File: src/rtl/icc_pkg.sv
package icc_pkg;
  typedef enum logic [1:0] {
    ST_OFF      = 2'd0,
    ST_TIMED    = 2'd1,
    ST_MAN_IDLE = 2'd2,
    ST_MAN_RUN  = 2'd3
  } iccState_e;

  typedef struct packed {
    logic loadCnt;
    logic stepCnt;
    logic clrElapsed;
    logic stepElapsed;
  } dpCtrl_t;
endpackage

File: src/rtl/icc_settle.sv
module icc_settle #(
  parameter int SETTLE_CYCLES = 250000
) (
  input  logic clk,
  input  logic rstN,
  input  logic powerOn,
  output logic settled
);
  localparam int W = $clog2(SETTLE_CYCLES + 1);
  localparam logic [W-1:0] LIMIT = W'(SETTLE_CYCLES);

  logic [W-1:0] settleCnt;

  always_ff @(posedge clk) begin
    if (!rstN || !powerOn) settleCnt <= '0;
    else if (settleCnt != LIMIT) settleCnt <= settleCnt + 1'b1;
  end

  assign settled = (settleCnt == LIMIT);
endmodule

File: src/rtl/icc_datapath.sv
module icc_datapath
  import icc_pkg::*;
#(
  parameter int CNT_W = 8
) (
  input  logic             clk,
  input  logic             rstN,
  input  dpCtrl_t          dpCtrl,
  input  logic [CNT_W-1:0] timingVal,
  output logic             cntAtMax,
  output logic [CNT_W-1:0] manualTime
);
  logic [CNT_W-1:0] intervalCnt;

  always_ff @(posedge clk) begin
    if (!rstN) intervalCnt <= '0;
    else if (dpCtrl.loadCnt) intervalCnt <= timingVal;
    else if (dpCtrl.stepCnt) intervalCnt <= intervalCnt + 1'b1;
  end

  always_ff @(posedge clk) begin
    if (!rstN) manualTime <= '0;
    else if (dpCtrl.clrElapsed) manualTime <= '0;
    else if (dpCtrl.stepElapsed && !(&manualTime)) manualTime <= manualTime + 1'b1;
  end

  assign cntAtMax = &intervalCnt;
endmodule

File: src/rtl/icc_ctrl.sv
module icc_ctrl
  import icc_pkg::*;
#(
  parameter int CNT_W = 8
) (
  input  logic             clk,
  input  logic             rstN,
  input  logic             powerOn,
  input  logic             adcEnable,
  input  logic             settled,
  input  logic [CNT_W-1:0] timingVal,
  input  logic             intervalTick,
  input  logic             manualStart,
  input  logic             manualStop,
  input  logic             haltReq,
  input  logic             cntAtMax,
  output dpCtrl_t          dpCtrl,
  output logic             integrating,
  output logic             cycleDone,
  output logic             adcValid
);
  iccState_e state, stateNxt;
  logic halted, runOk, doneNxt;

  assign runOk = powerOn && adcEnable && settled && !halted;
  assign integrating = (state == ST_TIMED) || (state == ST_MAN_RUN);

  always_comb begin
    stateNxt = state;
    dpCtrl   = '0;
    doneNxt  = 1'b0;
    if (!runOk) begin
      stateNxt = ST_OFF;
    end else begin
      unique case (state)
        ST_OFF: begin
          if (timingVal == '0) stateNxt = ST_MAN_IDLE;
          else begin
            stateNxt       = ST_TIMED;
            dpCtrl.loadCnt = 1'b1;
          end
        end
        ST_TIMED: begin
          if (intervalTick) begin
            if (cntAtMax) begin
              dpCtrl.loadCnt = 1'b1;
              doneNxt        = 1'b1;
            end else begin
              dpCtrl.stepCnt = 1'b1;
            end
          end
        end
        ST_MAN_IDLE: begin
          if (manualStart) begin
            stateNxt          = ST_MAN_RUN;
            dpCtrl.clrElapsed = 1'b1;
          end
        end
        ST_MAN_RUN: begin
          if (manualStop) begin
            stateNxt = ST_MAN_IDLE;
            doneNxt  = 1'b1;
          end else if (intervalTick) begin
            dpCtrl.stepElapsed = 1'b1;
          end
        end
        default: stateNxt = ST_OFF;
      endcase
    end
  end

  always_ff @(posedge clk) begin
    if (!rstN) begin
      state     <= ST_OFF;
      cycleDone <= 1'b0;
    end else begin
      state     <= stateNxt;
      cycleDone <= doneNxt;
    end
  end

  always_ff @(posedge clk) begin
    if (!rstN || !adcEnable) halted <= 1'b0;
    else if (haltReq && integrating) halted <= 1'b1;
  end

  always_ff @(posedge clk) begin
    if (!rstN || !powerOn) adcValid <= 1'b0;
    else if (doneNxt) adcValid <= 1'b1;
  end
endmodule

File: src/rtl/integ_cycle_ctrl.sv
module integ_cycle_ctrl
  import icc_pkg::*;
#(
  parameter int CNT_W         = 8,
  parameter int SETTLE_CYCLES = 250000
) (
  input  logic             clk,
  input  logic             rstN,
  input  logic             powerOn,
  input  logic             adcEnable,
  input  logic [CNT_W-1:0] timingVal,
  input  logic             intervalTick,
  input  logic             manualStart,
  input  logic             manualStop,
  input  logic             haltReq,
  output logic             integrating,
  output logic             cycleDone,
  output logic             adcValid,
  output logic [CNT_W-1:0] manualTime
);
  dpCtrl_t dpCtrl;
  logic settled, cntAtMax;

  icc_settle #(.SETTLE_CYCLES(SETTLE_CYCLES)) settle_i (
    .clk(clk), .rstN(rstN), .powerOn(powerOn), .settled(settled)
  );

  icc_ctrl #(.CNT_W(CNT_W)) ctrl_i (
    .clk(clk), .rstN(rstN), .powerOn(powerOn), .adcEnable(adcEnable),
    .settled(settled), .timingVal(timingVal), .intervalTick(intervalTick),
    .manualStart(manualStart), .manualStop(manualStop), .haltReq(haltReq),
    .cntAtMax(cntAtMax), .dpCtrl(dpCtrl), .integrating(integrating),
    .cycleDone(cycleDone), .adcValid(adcValid)
  );

  icc_datapath #(.CNT_W(CNT_W)) dp_i (
    .clk(clk), .rstN(rstN), .dpCtrl(dpCtrl), .timingVal(timingVal),
    .cntAtMax(cntAtMax), .manualTime(manualTime)
  );
endmodule

File: config.mk
export PLATFORM = sky130hd
export DESIGN_NAME = integ_cycle_ctrl
export DESIGN_NICKNAME = d
export VERILOG_FILES = /design/src/rtl/icc_pkg.sv /design/src/rtl/icc_settle.sv /design/src/rtl/icc_datapath.sv /design/src/rtl/icc_ctrl.sv /design/src/rtl/integ_cycle_ctrl.sv
export SDC_FILE = /design/constraint.sdc
export NUM_CORES = 1
export LEC_CHECK = 0
export BUFFER_PORTS_ARGS = -buffer_cell sky130_fd_sc_hd__buf_2
export CAP_MARGIN = 40
export CORE_ASPECT_RATIO = 1.75
export CORE_MARGIN = 1
export CORE_UTILIZATION = 57
export DETAILED_ROUTE_END_ITERATION = 10
export PLACE_DENSITY = 0.83
export RECOVER_POWER = 25
export SLEW_MARGIN = 10
export SYNTH_ARGS = -nofsm -noshare
export SYNTH_HDL_FRONTEND = slang
export SYNTH_SLANG_ARGS = --single-unit
File: constraint.sdc
create_clock -name clk -period 4.3 [get_ports clk]
set_input_delay 0.43 -clock clk [delete_from_list [all_inputs] [get_ports clk]]
set_output_delay 0.43 -clock clk [all_outputs]
set_load 0.02 [all_outputs]
==> results.sh, run 1 <==
export IMPL_status="finished, final reports clean"
export IMPL_maxCapViolations=0
export IMPL_cts_tree="built"
export IMPL_setup_tns_ns=0
export IMPL_initial_core_util_pct=59.53
export IMPL_combPwrFrac_pct=3.8
export IMPL_grt_max_degree=20
export IMPL_p_total_uw=622.1
export IMPL_synth_warning_count=0
export IMPL_syn_inst=248
export IMPL_h_tree_depth=2
export IMPL_drv_slew=0
export IMPL_drive_gt1_share_pct=13.28
export IMPL_clock_sinks=39
export IMPL_post_route_period_util_pct=49.88
export IMPL_ant_nets=0
export IMPL_yosysSeqAreaShare_pct=36.51
export IMPL_powerDensity_nw_per_um2=268.4
export IMPL_seq_power_share_pct=58.3
export IMPL_cp_required_ns=4.51
export IMPL_drtIter0Drc=100
export IMPL_hold_viol_final=0
export IMPL_place_congestion=0.9355
export IMPL_p_switching_uw=137.6
export IMPL_firstDrtPassIters=5
export IMPL_r2r_start="dp_i.intervalCnt[0]"
export IMPL_overflow=0
export IMPL_synthArstFlopShare_pct=0
export IMPL_worstHoldStart="haltReq"
export IMPL_worst_setup_path_start_kind="flop"
export IMPL_r2r_slack_ns=2.16
export IMPL_die_area_sq_um=4010
export IMPL_antenna_cells=0
export IMPL_setup_viol=0
export IMPL_yosys_area_share_simple_pct=32.36
export IMPL_grt_pass1_wl_um=8300
export IMPL_grt_usage_pct=26.01
export IMPL_vias_per_cell=6.192
export IMPL_holdWs_ns=0.3841
export IMPL_ir_drop_uv=187.8
export IMPL_syn_area_sq_um=2138
export IMPL_final_common_cell="dfxtp_1"
export IMPL_synth_nets=268
export IMPL_min_path_cells=3
export IMPL_ctsResizeCount=0
export IMPL_portBuffers=26
export IMPL_synth_edf_count=0
export IMPL_rsz0062_at_grt="false"
export IMPL_synthXorXnorAreaFrac_pct=7.373
export IMPL_cts_root_buf="clkbuf_8"
export IMPL_end_kind="flop"
export IMPL_p_int_uw=484.5
export IMPL_rows=29
export IMPL_clkTransAtPathRegs_ns=0.08
export IMPL_hpwlAfterDp_um=3657
export IMPL_antenna_found_initial=0
export IMPL_drc=0
export IMPL_post_cts_buffers=0
export IMPL_fin_ws_ns=2.155
export IMPL_ff2ff_path_depth=6
export IMPL_avgSynthCellArea_sq_um=8.622
export IMPL_p_sw_share_pct=22.11
export IMPL_final_cell_mix="dfxtp_1, nor2_1, nand3_1"
export IMPL_synth_area_leaders="dfxtp_1, nor2_1, nand3_1"
export IMPL_clk_latency_ns=0.29
export IMPL_p_clk_share_pct=37.9
export IMPL_core_sq_um=3592
export IMPL_critPathArrivalTime_ns=2.36
export IMPL_wl_um=4951
export IMPL_via_count=1963
export IMPL_synth_top_family_by_area="simple AND/OR/NAND/NOR gates"
export IMPL_synthAdderAreaFrac_pct=2.341
export IMPL_yosysTopAreaCellShare_pct=36.51
export IMPL_clock_path_buffers=2
export IMPL_nets=290
export IMPL_worst_path_max_fanout=9
export IMPL_io_pins=27
export IMPL_cts_buffers=5
export IMPL_synth_seq_cells=39
export IMPL_synthMuxAreaShare_pct=0.9362
export IMPL_syn_to_final_growth_pct=8.367
export IMPL_avgRoutedWirePerCell_um=15.62
export IMPL_p_leak_uw=0.0007382
export IMPL_fin_crit_ns=2.145
export IMPL_synth_compound_area_share_pct=15.39
export IMPL_fin_skew_ns=0.01030
export IMPL_min_to="ctrl_i.halted"
export IMPL_clock_fmax_mhz=466.3
export IMPL_yosysTopAreaCell="dfxtp_1"
export IMPL_slew_headroom_pct=56.70
export IMPL_die_h_um=83.03
export IMPL_synth_ff_type="dfxtp_1"
export IMPL_r2r_end="dp_i.intervalCnt[7]"
export IMPL_cts_hold_buf=0
export IMPL_worstSetupPathType="flop to flop"
export IMPL_dieWidth_um=48.30
export IMPL_grt_pass1_vias=1938
export IMPL_synth_distinct_cells=53
export IMPL_hp_class="primary input to flop"
export IMPL_worstMarginPinSlew_ns=0.6479
export IMPL_place_worst_setup_slack_ns=2.211
==> final cells by class <==
type                       instances  area, sq um
timing repair buffer              26        118.9
clock buffer                       7        76.32
multi-input combinational        190         1249
sequential                        39        780.7
clock inverter                     1        5.005
tap                               46        57.56
fill                             339         1275
inverter                           8        30.03
==> per-stage QoR <==
step / area, sq um / utilization [%] / cells
6_report: 2317 / 64.51 / 317
5_1_grt: 2317 / 64.51 / 317
4_1_cts: 2328 / 64.82 / 317
3_5_place_dp: 2247 / 62.56 / 309
3_3_place_gp: 2247 / 62.56 / 309
2_1_floorplan: 2138 / - / 248
==> how the worst max path moves through the flow <==
stage                         from                   to  slack, ns  cells after the start
2_1_floorplan   dp_i.manualTime[0]   dp_i.manualTime[4]       2.38                      7
6_report       dp_i.intervalCnt[0]  dp_i.intervalCnt[7]       2.16                      6
3_5_place_dp   dp_i.intervalCnt[0]  dp_i.intervalCnt[3]       2.21                      6
3_3_place_gp   dp_i.intervalCnt[0]  dp_i.intervalCnt[7]       2.23                      6
4_1_cts        dp_i.intervalCnt[0]  dp_i.intervalCnt[7]       2.21                      6
5_1_grt        dp_i.intervalCnt[0]  dp_i.intervalCnt[3]       2.06                      6
==> per-layer routing <==
layer	up-vias	GRT usage [%]	part of all wire, %
li1	959	-	-
met1	916	27.30	40
met2	70	46.48	52
met3	18	4.396	4.2
met4	0	16.84	3.9
met5	-	0	0
==> cells by family (layout without fill, tap and decap cells) <==
logic type,after synthesis,after routing
compound gates,50,50
xor+xnor,18,18
flops,39,39
mux,2,2
simple gates,116,116
fa+ha+maj,4,4
buf+inv,19,42
==> cell usage after synthesis (3+ instances only) <==
library cell / n
dfxtp_1: 39
nor2_1: 32
nand3_1: 20
a21oi_1: 16
xor2_1: 11
nand2_1: 10
o21ai_0: 10
a31oi_1: 9
nand4_1: 9
inv_1: 8
nor4_1: 7
xnor2_1: 7
or3_1: 5
buf_6: 4
ha_1: 4
nor3_1: 4
clkbuf_1: 3
nor2b_1: 3
nor4bb_1: 3
==> critical path: stages, from the launching register on <==
cell	delay [ns]
dfxtp_1	0.36
ha_1	0.25
and4_1	0.27
a41o_1	0.37
nor3_1	0.47
nand3_1	0.18
a31oi_1	0.18
==> registers in the layout (all words and copies together) (netlist names) <==
name / cells
ctrl_i.adcValid: 1
ctrl_i.cycleDone: 1
ctrl_i.halted: 1
ctrl_i.state: 2
dp_i.intervalCnt: 8
dp_i.manualTime: 8
settle_i.settleCnt: 18
==> power groups by stage <==
stage	registers [uW]	clock network [uW]	logic [uW]
2_1_floorplan	371	0	10.3
3_3_place_gp	371	0	22.9
3_5_place_dp	371	0	23.4
4_1_cts	363	243	23.4
5_1_grt	363	256	25.5
6_report	363	236	23.6
No activity file was read; power rests on OpenSTA's default activity.
==> run 2: changes to the inputs <==
Clock period 4.3 ns to 2.1 ns, I/O delays scaled along.
==> run 2 against run 1 <==
  * Cell area up 2.4%
  * Wire length is 0.46% higher
  * Final cell count rose by 1.9%
  * First-iteration DRC count is 68% lower
  * Highest routed layer unchanged
  * Non-clock buffer count grew 7
  * Total power grew 110%
  * Sequential share of layout area fell by 0.80 points
  * Register-to-register slack got worse by 2.1 ns
  * Global-route usage hardly changed
==> results.sh, run 2 (synthesized netlist as in run 1, its figures left out) <==
export IMPL_status="finished, final reports clean"
export IMPL_grt_usage_pct=26.00
export IMPL_final_cell_mix="dfxtp_1, nor2_1, nand3_1"
export IMPL_cp_required_ns=2.32
export IMPL_clock_sinks=39
export IMPL_place_congestion=0.8990
export IMPL_fin_util_pct=66.07
export IMPL_seq_power_share_pct=57.1
export IMPL_r2r_slack_ns=0.06
export IMPL_maxCapViolations=0
export IMPL_ir_drop_uv=538.6
export IMPL_cts_hold_buf=0
export IMPL_p_sw_share_pct=21.79
export IMPL_clock_fmax_mhz=490.9
export IMPL_p_leak_uw=0.0007782
export IMPL_clock_path_buffers=2
export IMPL_worstHoldStart="haltReq"
export IMPL_p_total_uw=1301
export IMPL_grt_pass1_wl_um=8059
export IMPL_firstDrtPassIters=4
export IMPL_r2r_start="dp_i.manualTime[0]"
export IMPL_core_sq_um=3592
export IMPL_worstMarginPinSlew_ns=0.6597
export IMPL_dieWidth_um=48.30
export IMPL_die_h_um=83.03
export IMPL_critPathArrivalTime_ns=2.26
export IMPL_fin_cells=323
export IMPL_avgRoutedWirePerCell_um=15.40
export IMPL_ant_nets=0
export IMPL_hpwlAfterDp_um=3687
export IMPL_hp_class="primary input to flop"
export IMPL_placed_cells=315
export IMPL_fin_ws_ns=0.06292
export IMPL_drv_slew=0
export IMPL_syn_to_final_growth_pct=11.00
export IMPL_nets=297
export IMPL_largest_registers="settle_i.settleCnt (18), dp_i.intervalCnt (8), dp_i.manualTime (8)"
export IMPL_slew_headroom_pct=55.92
export IMPL_clk_latency_ns=0.30
export IMPL_worst_path_max_fanout=10
export IMPL_end_kind="flop"
export IMPL_drive_gt1_share_pct=15.88
export IMPL_drtIter0Drc=32
export IMPL_fin_crit_ns=2.037
export IMPL_clkTransAtPathRegs_ns=0.07
export IMPL_regMostFlops="settle_i.settleCnt"
export IMPL_vias_per_cell=6.192
export IMPL_ff2ff_path_depth=6
export IMPL_setup_tns_ns=0
export IMPL_p_int_uw=1017
export IMPL_die_area_sq_um=4010
export IMPL_wl_um=4974
export IMPL_grt_max_degree=20
export IMPL_combPwrFrac_pct=3.8
export IMPL_rsz0062_at_grt="false"
export IMPL_drc=0
export IMPL_cts_tree="built"
export IMPL_p_switching_uw=283.4
export IMPL_via_count=2000
export IMPL_setup_viol=0
export IMPL_initial_core_util_pct=59.53
export IMPL_final_common_cell="dfxtp_1"
export IMPL_portBuffers=26
export IMPL_grt_pass1_vias=1856
export IMPL_r2r_end="dp_i.manualTime[5]"
export IMPL_cts_buffers=5
export IMPL_powerDensity_nw_per_um2=548.0
export IMPL_h_tree_depth=2
export IMPL_antenna_cells=0
export IMPL_overflow=0
export IMPL_min_path_cells=3
export IMPL_largest_reg_flops=18
export IMPL_p_clk_share_pct=39.1
export IMPL_cts_root_buf="clkbuf_8"
export IMPL_place_worst_setup_slack_ns=0.08022
export IMPL_worstSetupPathType="flop to flop"
export IMPL_io_pins=27
export IMPL_rows=29
export IMPL_antenna_found_initial=0
export IMPL_post_route_period_util_pct=97.00
export IMPL_worst_setup_path_start_kind="flop"
export IMPL_fin_skew_ns=0.01058
export IMPL_hold_viol_final=0
export IMPL_n_fill_cell=313
export IMPL_min_to="ctrl_i.halted"
## run 2: layout make-up
type	count	area, sq um	share of cell area [%]
inverter	8	30.03	1.265
clock inverter	1	5.005	0.2109
clock buffer	6	82.58	3.479
tap	46	57.56	2.425
sequential	39	780.7	32.89
timing repair buffer	33	168.9	7.116
multi-input combinational	190	1249	52.61
## run 2: through the flow
stage / cell area (sq um) / hold WS [ns]
floorplan: 2138 / 0.3292
global placement: 2292 / 0.4452
detailed placement: 2292 / 0.4577
CTS: 2380 / 0.1525
global route: 2374 / 0.1715
finish: 2374 / 0.1570
## run 2: worst max-delay path by stage
stage | start | endpoint | slack [ns] | cells past startpoint
after floorplan | dp_i.manualTime[0] | dp_i.manualTime[4] | 0.18 | 7
after global placement | dp_i.manualTime[0] | dp_i.manualTime[5] | 0.15 | 6
after detailed placement | dp_i.manualTime[0] | dp_i.manualTime[5] | 0.08 | 6
after CTS | dp_i.manualTime[0] | dp_i.manualTime[5] | 0.07 | 6
after global routing | dp_i.manualTime[0] | dp_i.manualTime[5] | 0.0003 | 6
final | dp_i.manualTime[0] | dp_i.manualTime[5] | 0.06 | 6
## run 2: worst max-delay path, stage by stage, from the launching register on
cell and delay [ns]:
dfxtp_1 0.35, ha_1 0.26, and3_2 0.24, a211oi_4 0.30
nand3_4 0.17, or4_1 0.50, a21oi_1 0.16
## run 2: power by group through the flow
stage / sequential, uW / clock (uW) / combinational [uW]
after global routing: 743 / 548 / 53.8
after floorplan: 760 / 0 / 21.1
after detailed placement: 760 / 0 / 48.4
final: 743 / 509 / 48.9
after global placement: 760 / 0 / 46.9
after CTS: 743 / 528 / 48.6
## run 2: repair_timing
item,in CTS,in global routing
endpoints found under the setup margin,0,2
gates resized for setup,0,1
setup buffers,0,1
## run 2: metal layers
metal | vias up | track usage [%] | wire length (um)
met5 | - | 0 | 0
met4 | 0 | 17.65 | 205
met3 | 17 | 5.495 | 152
met2 | 52 | 47.89 | 2710
met1 | 954 | 24.94 | 1905
li1 | 977 | - | -
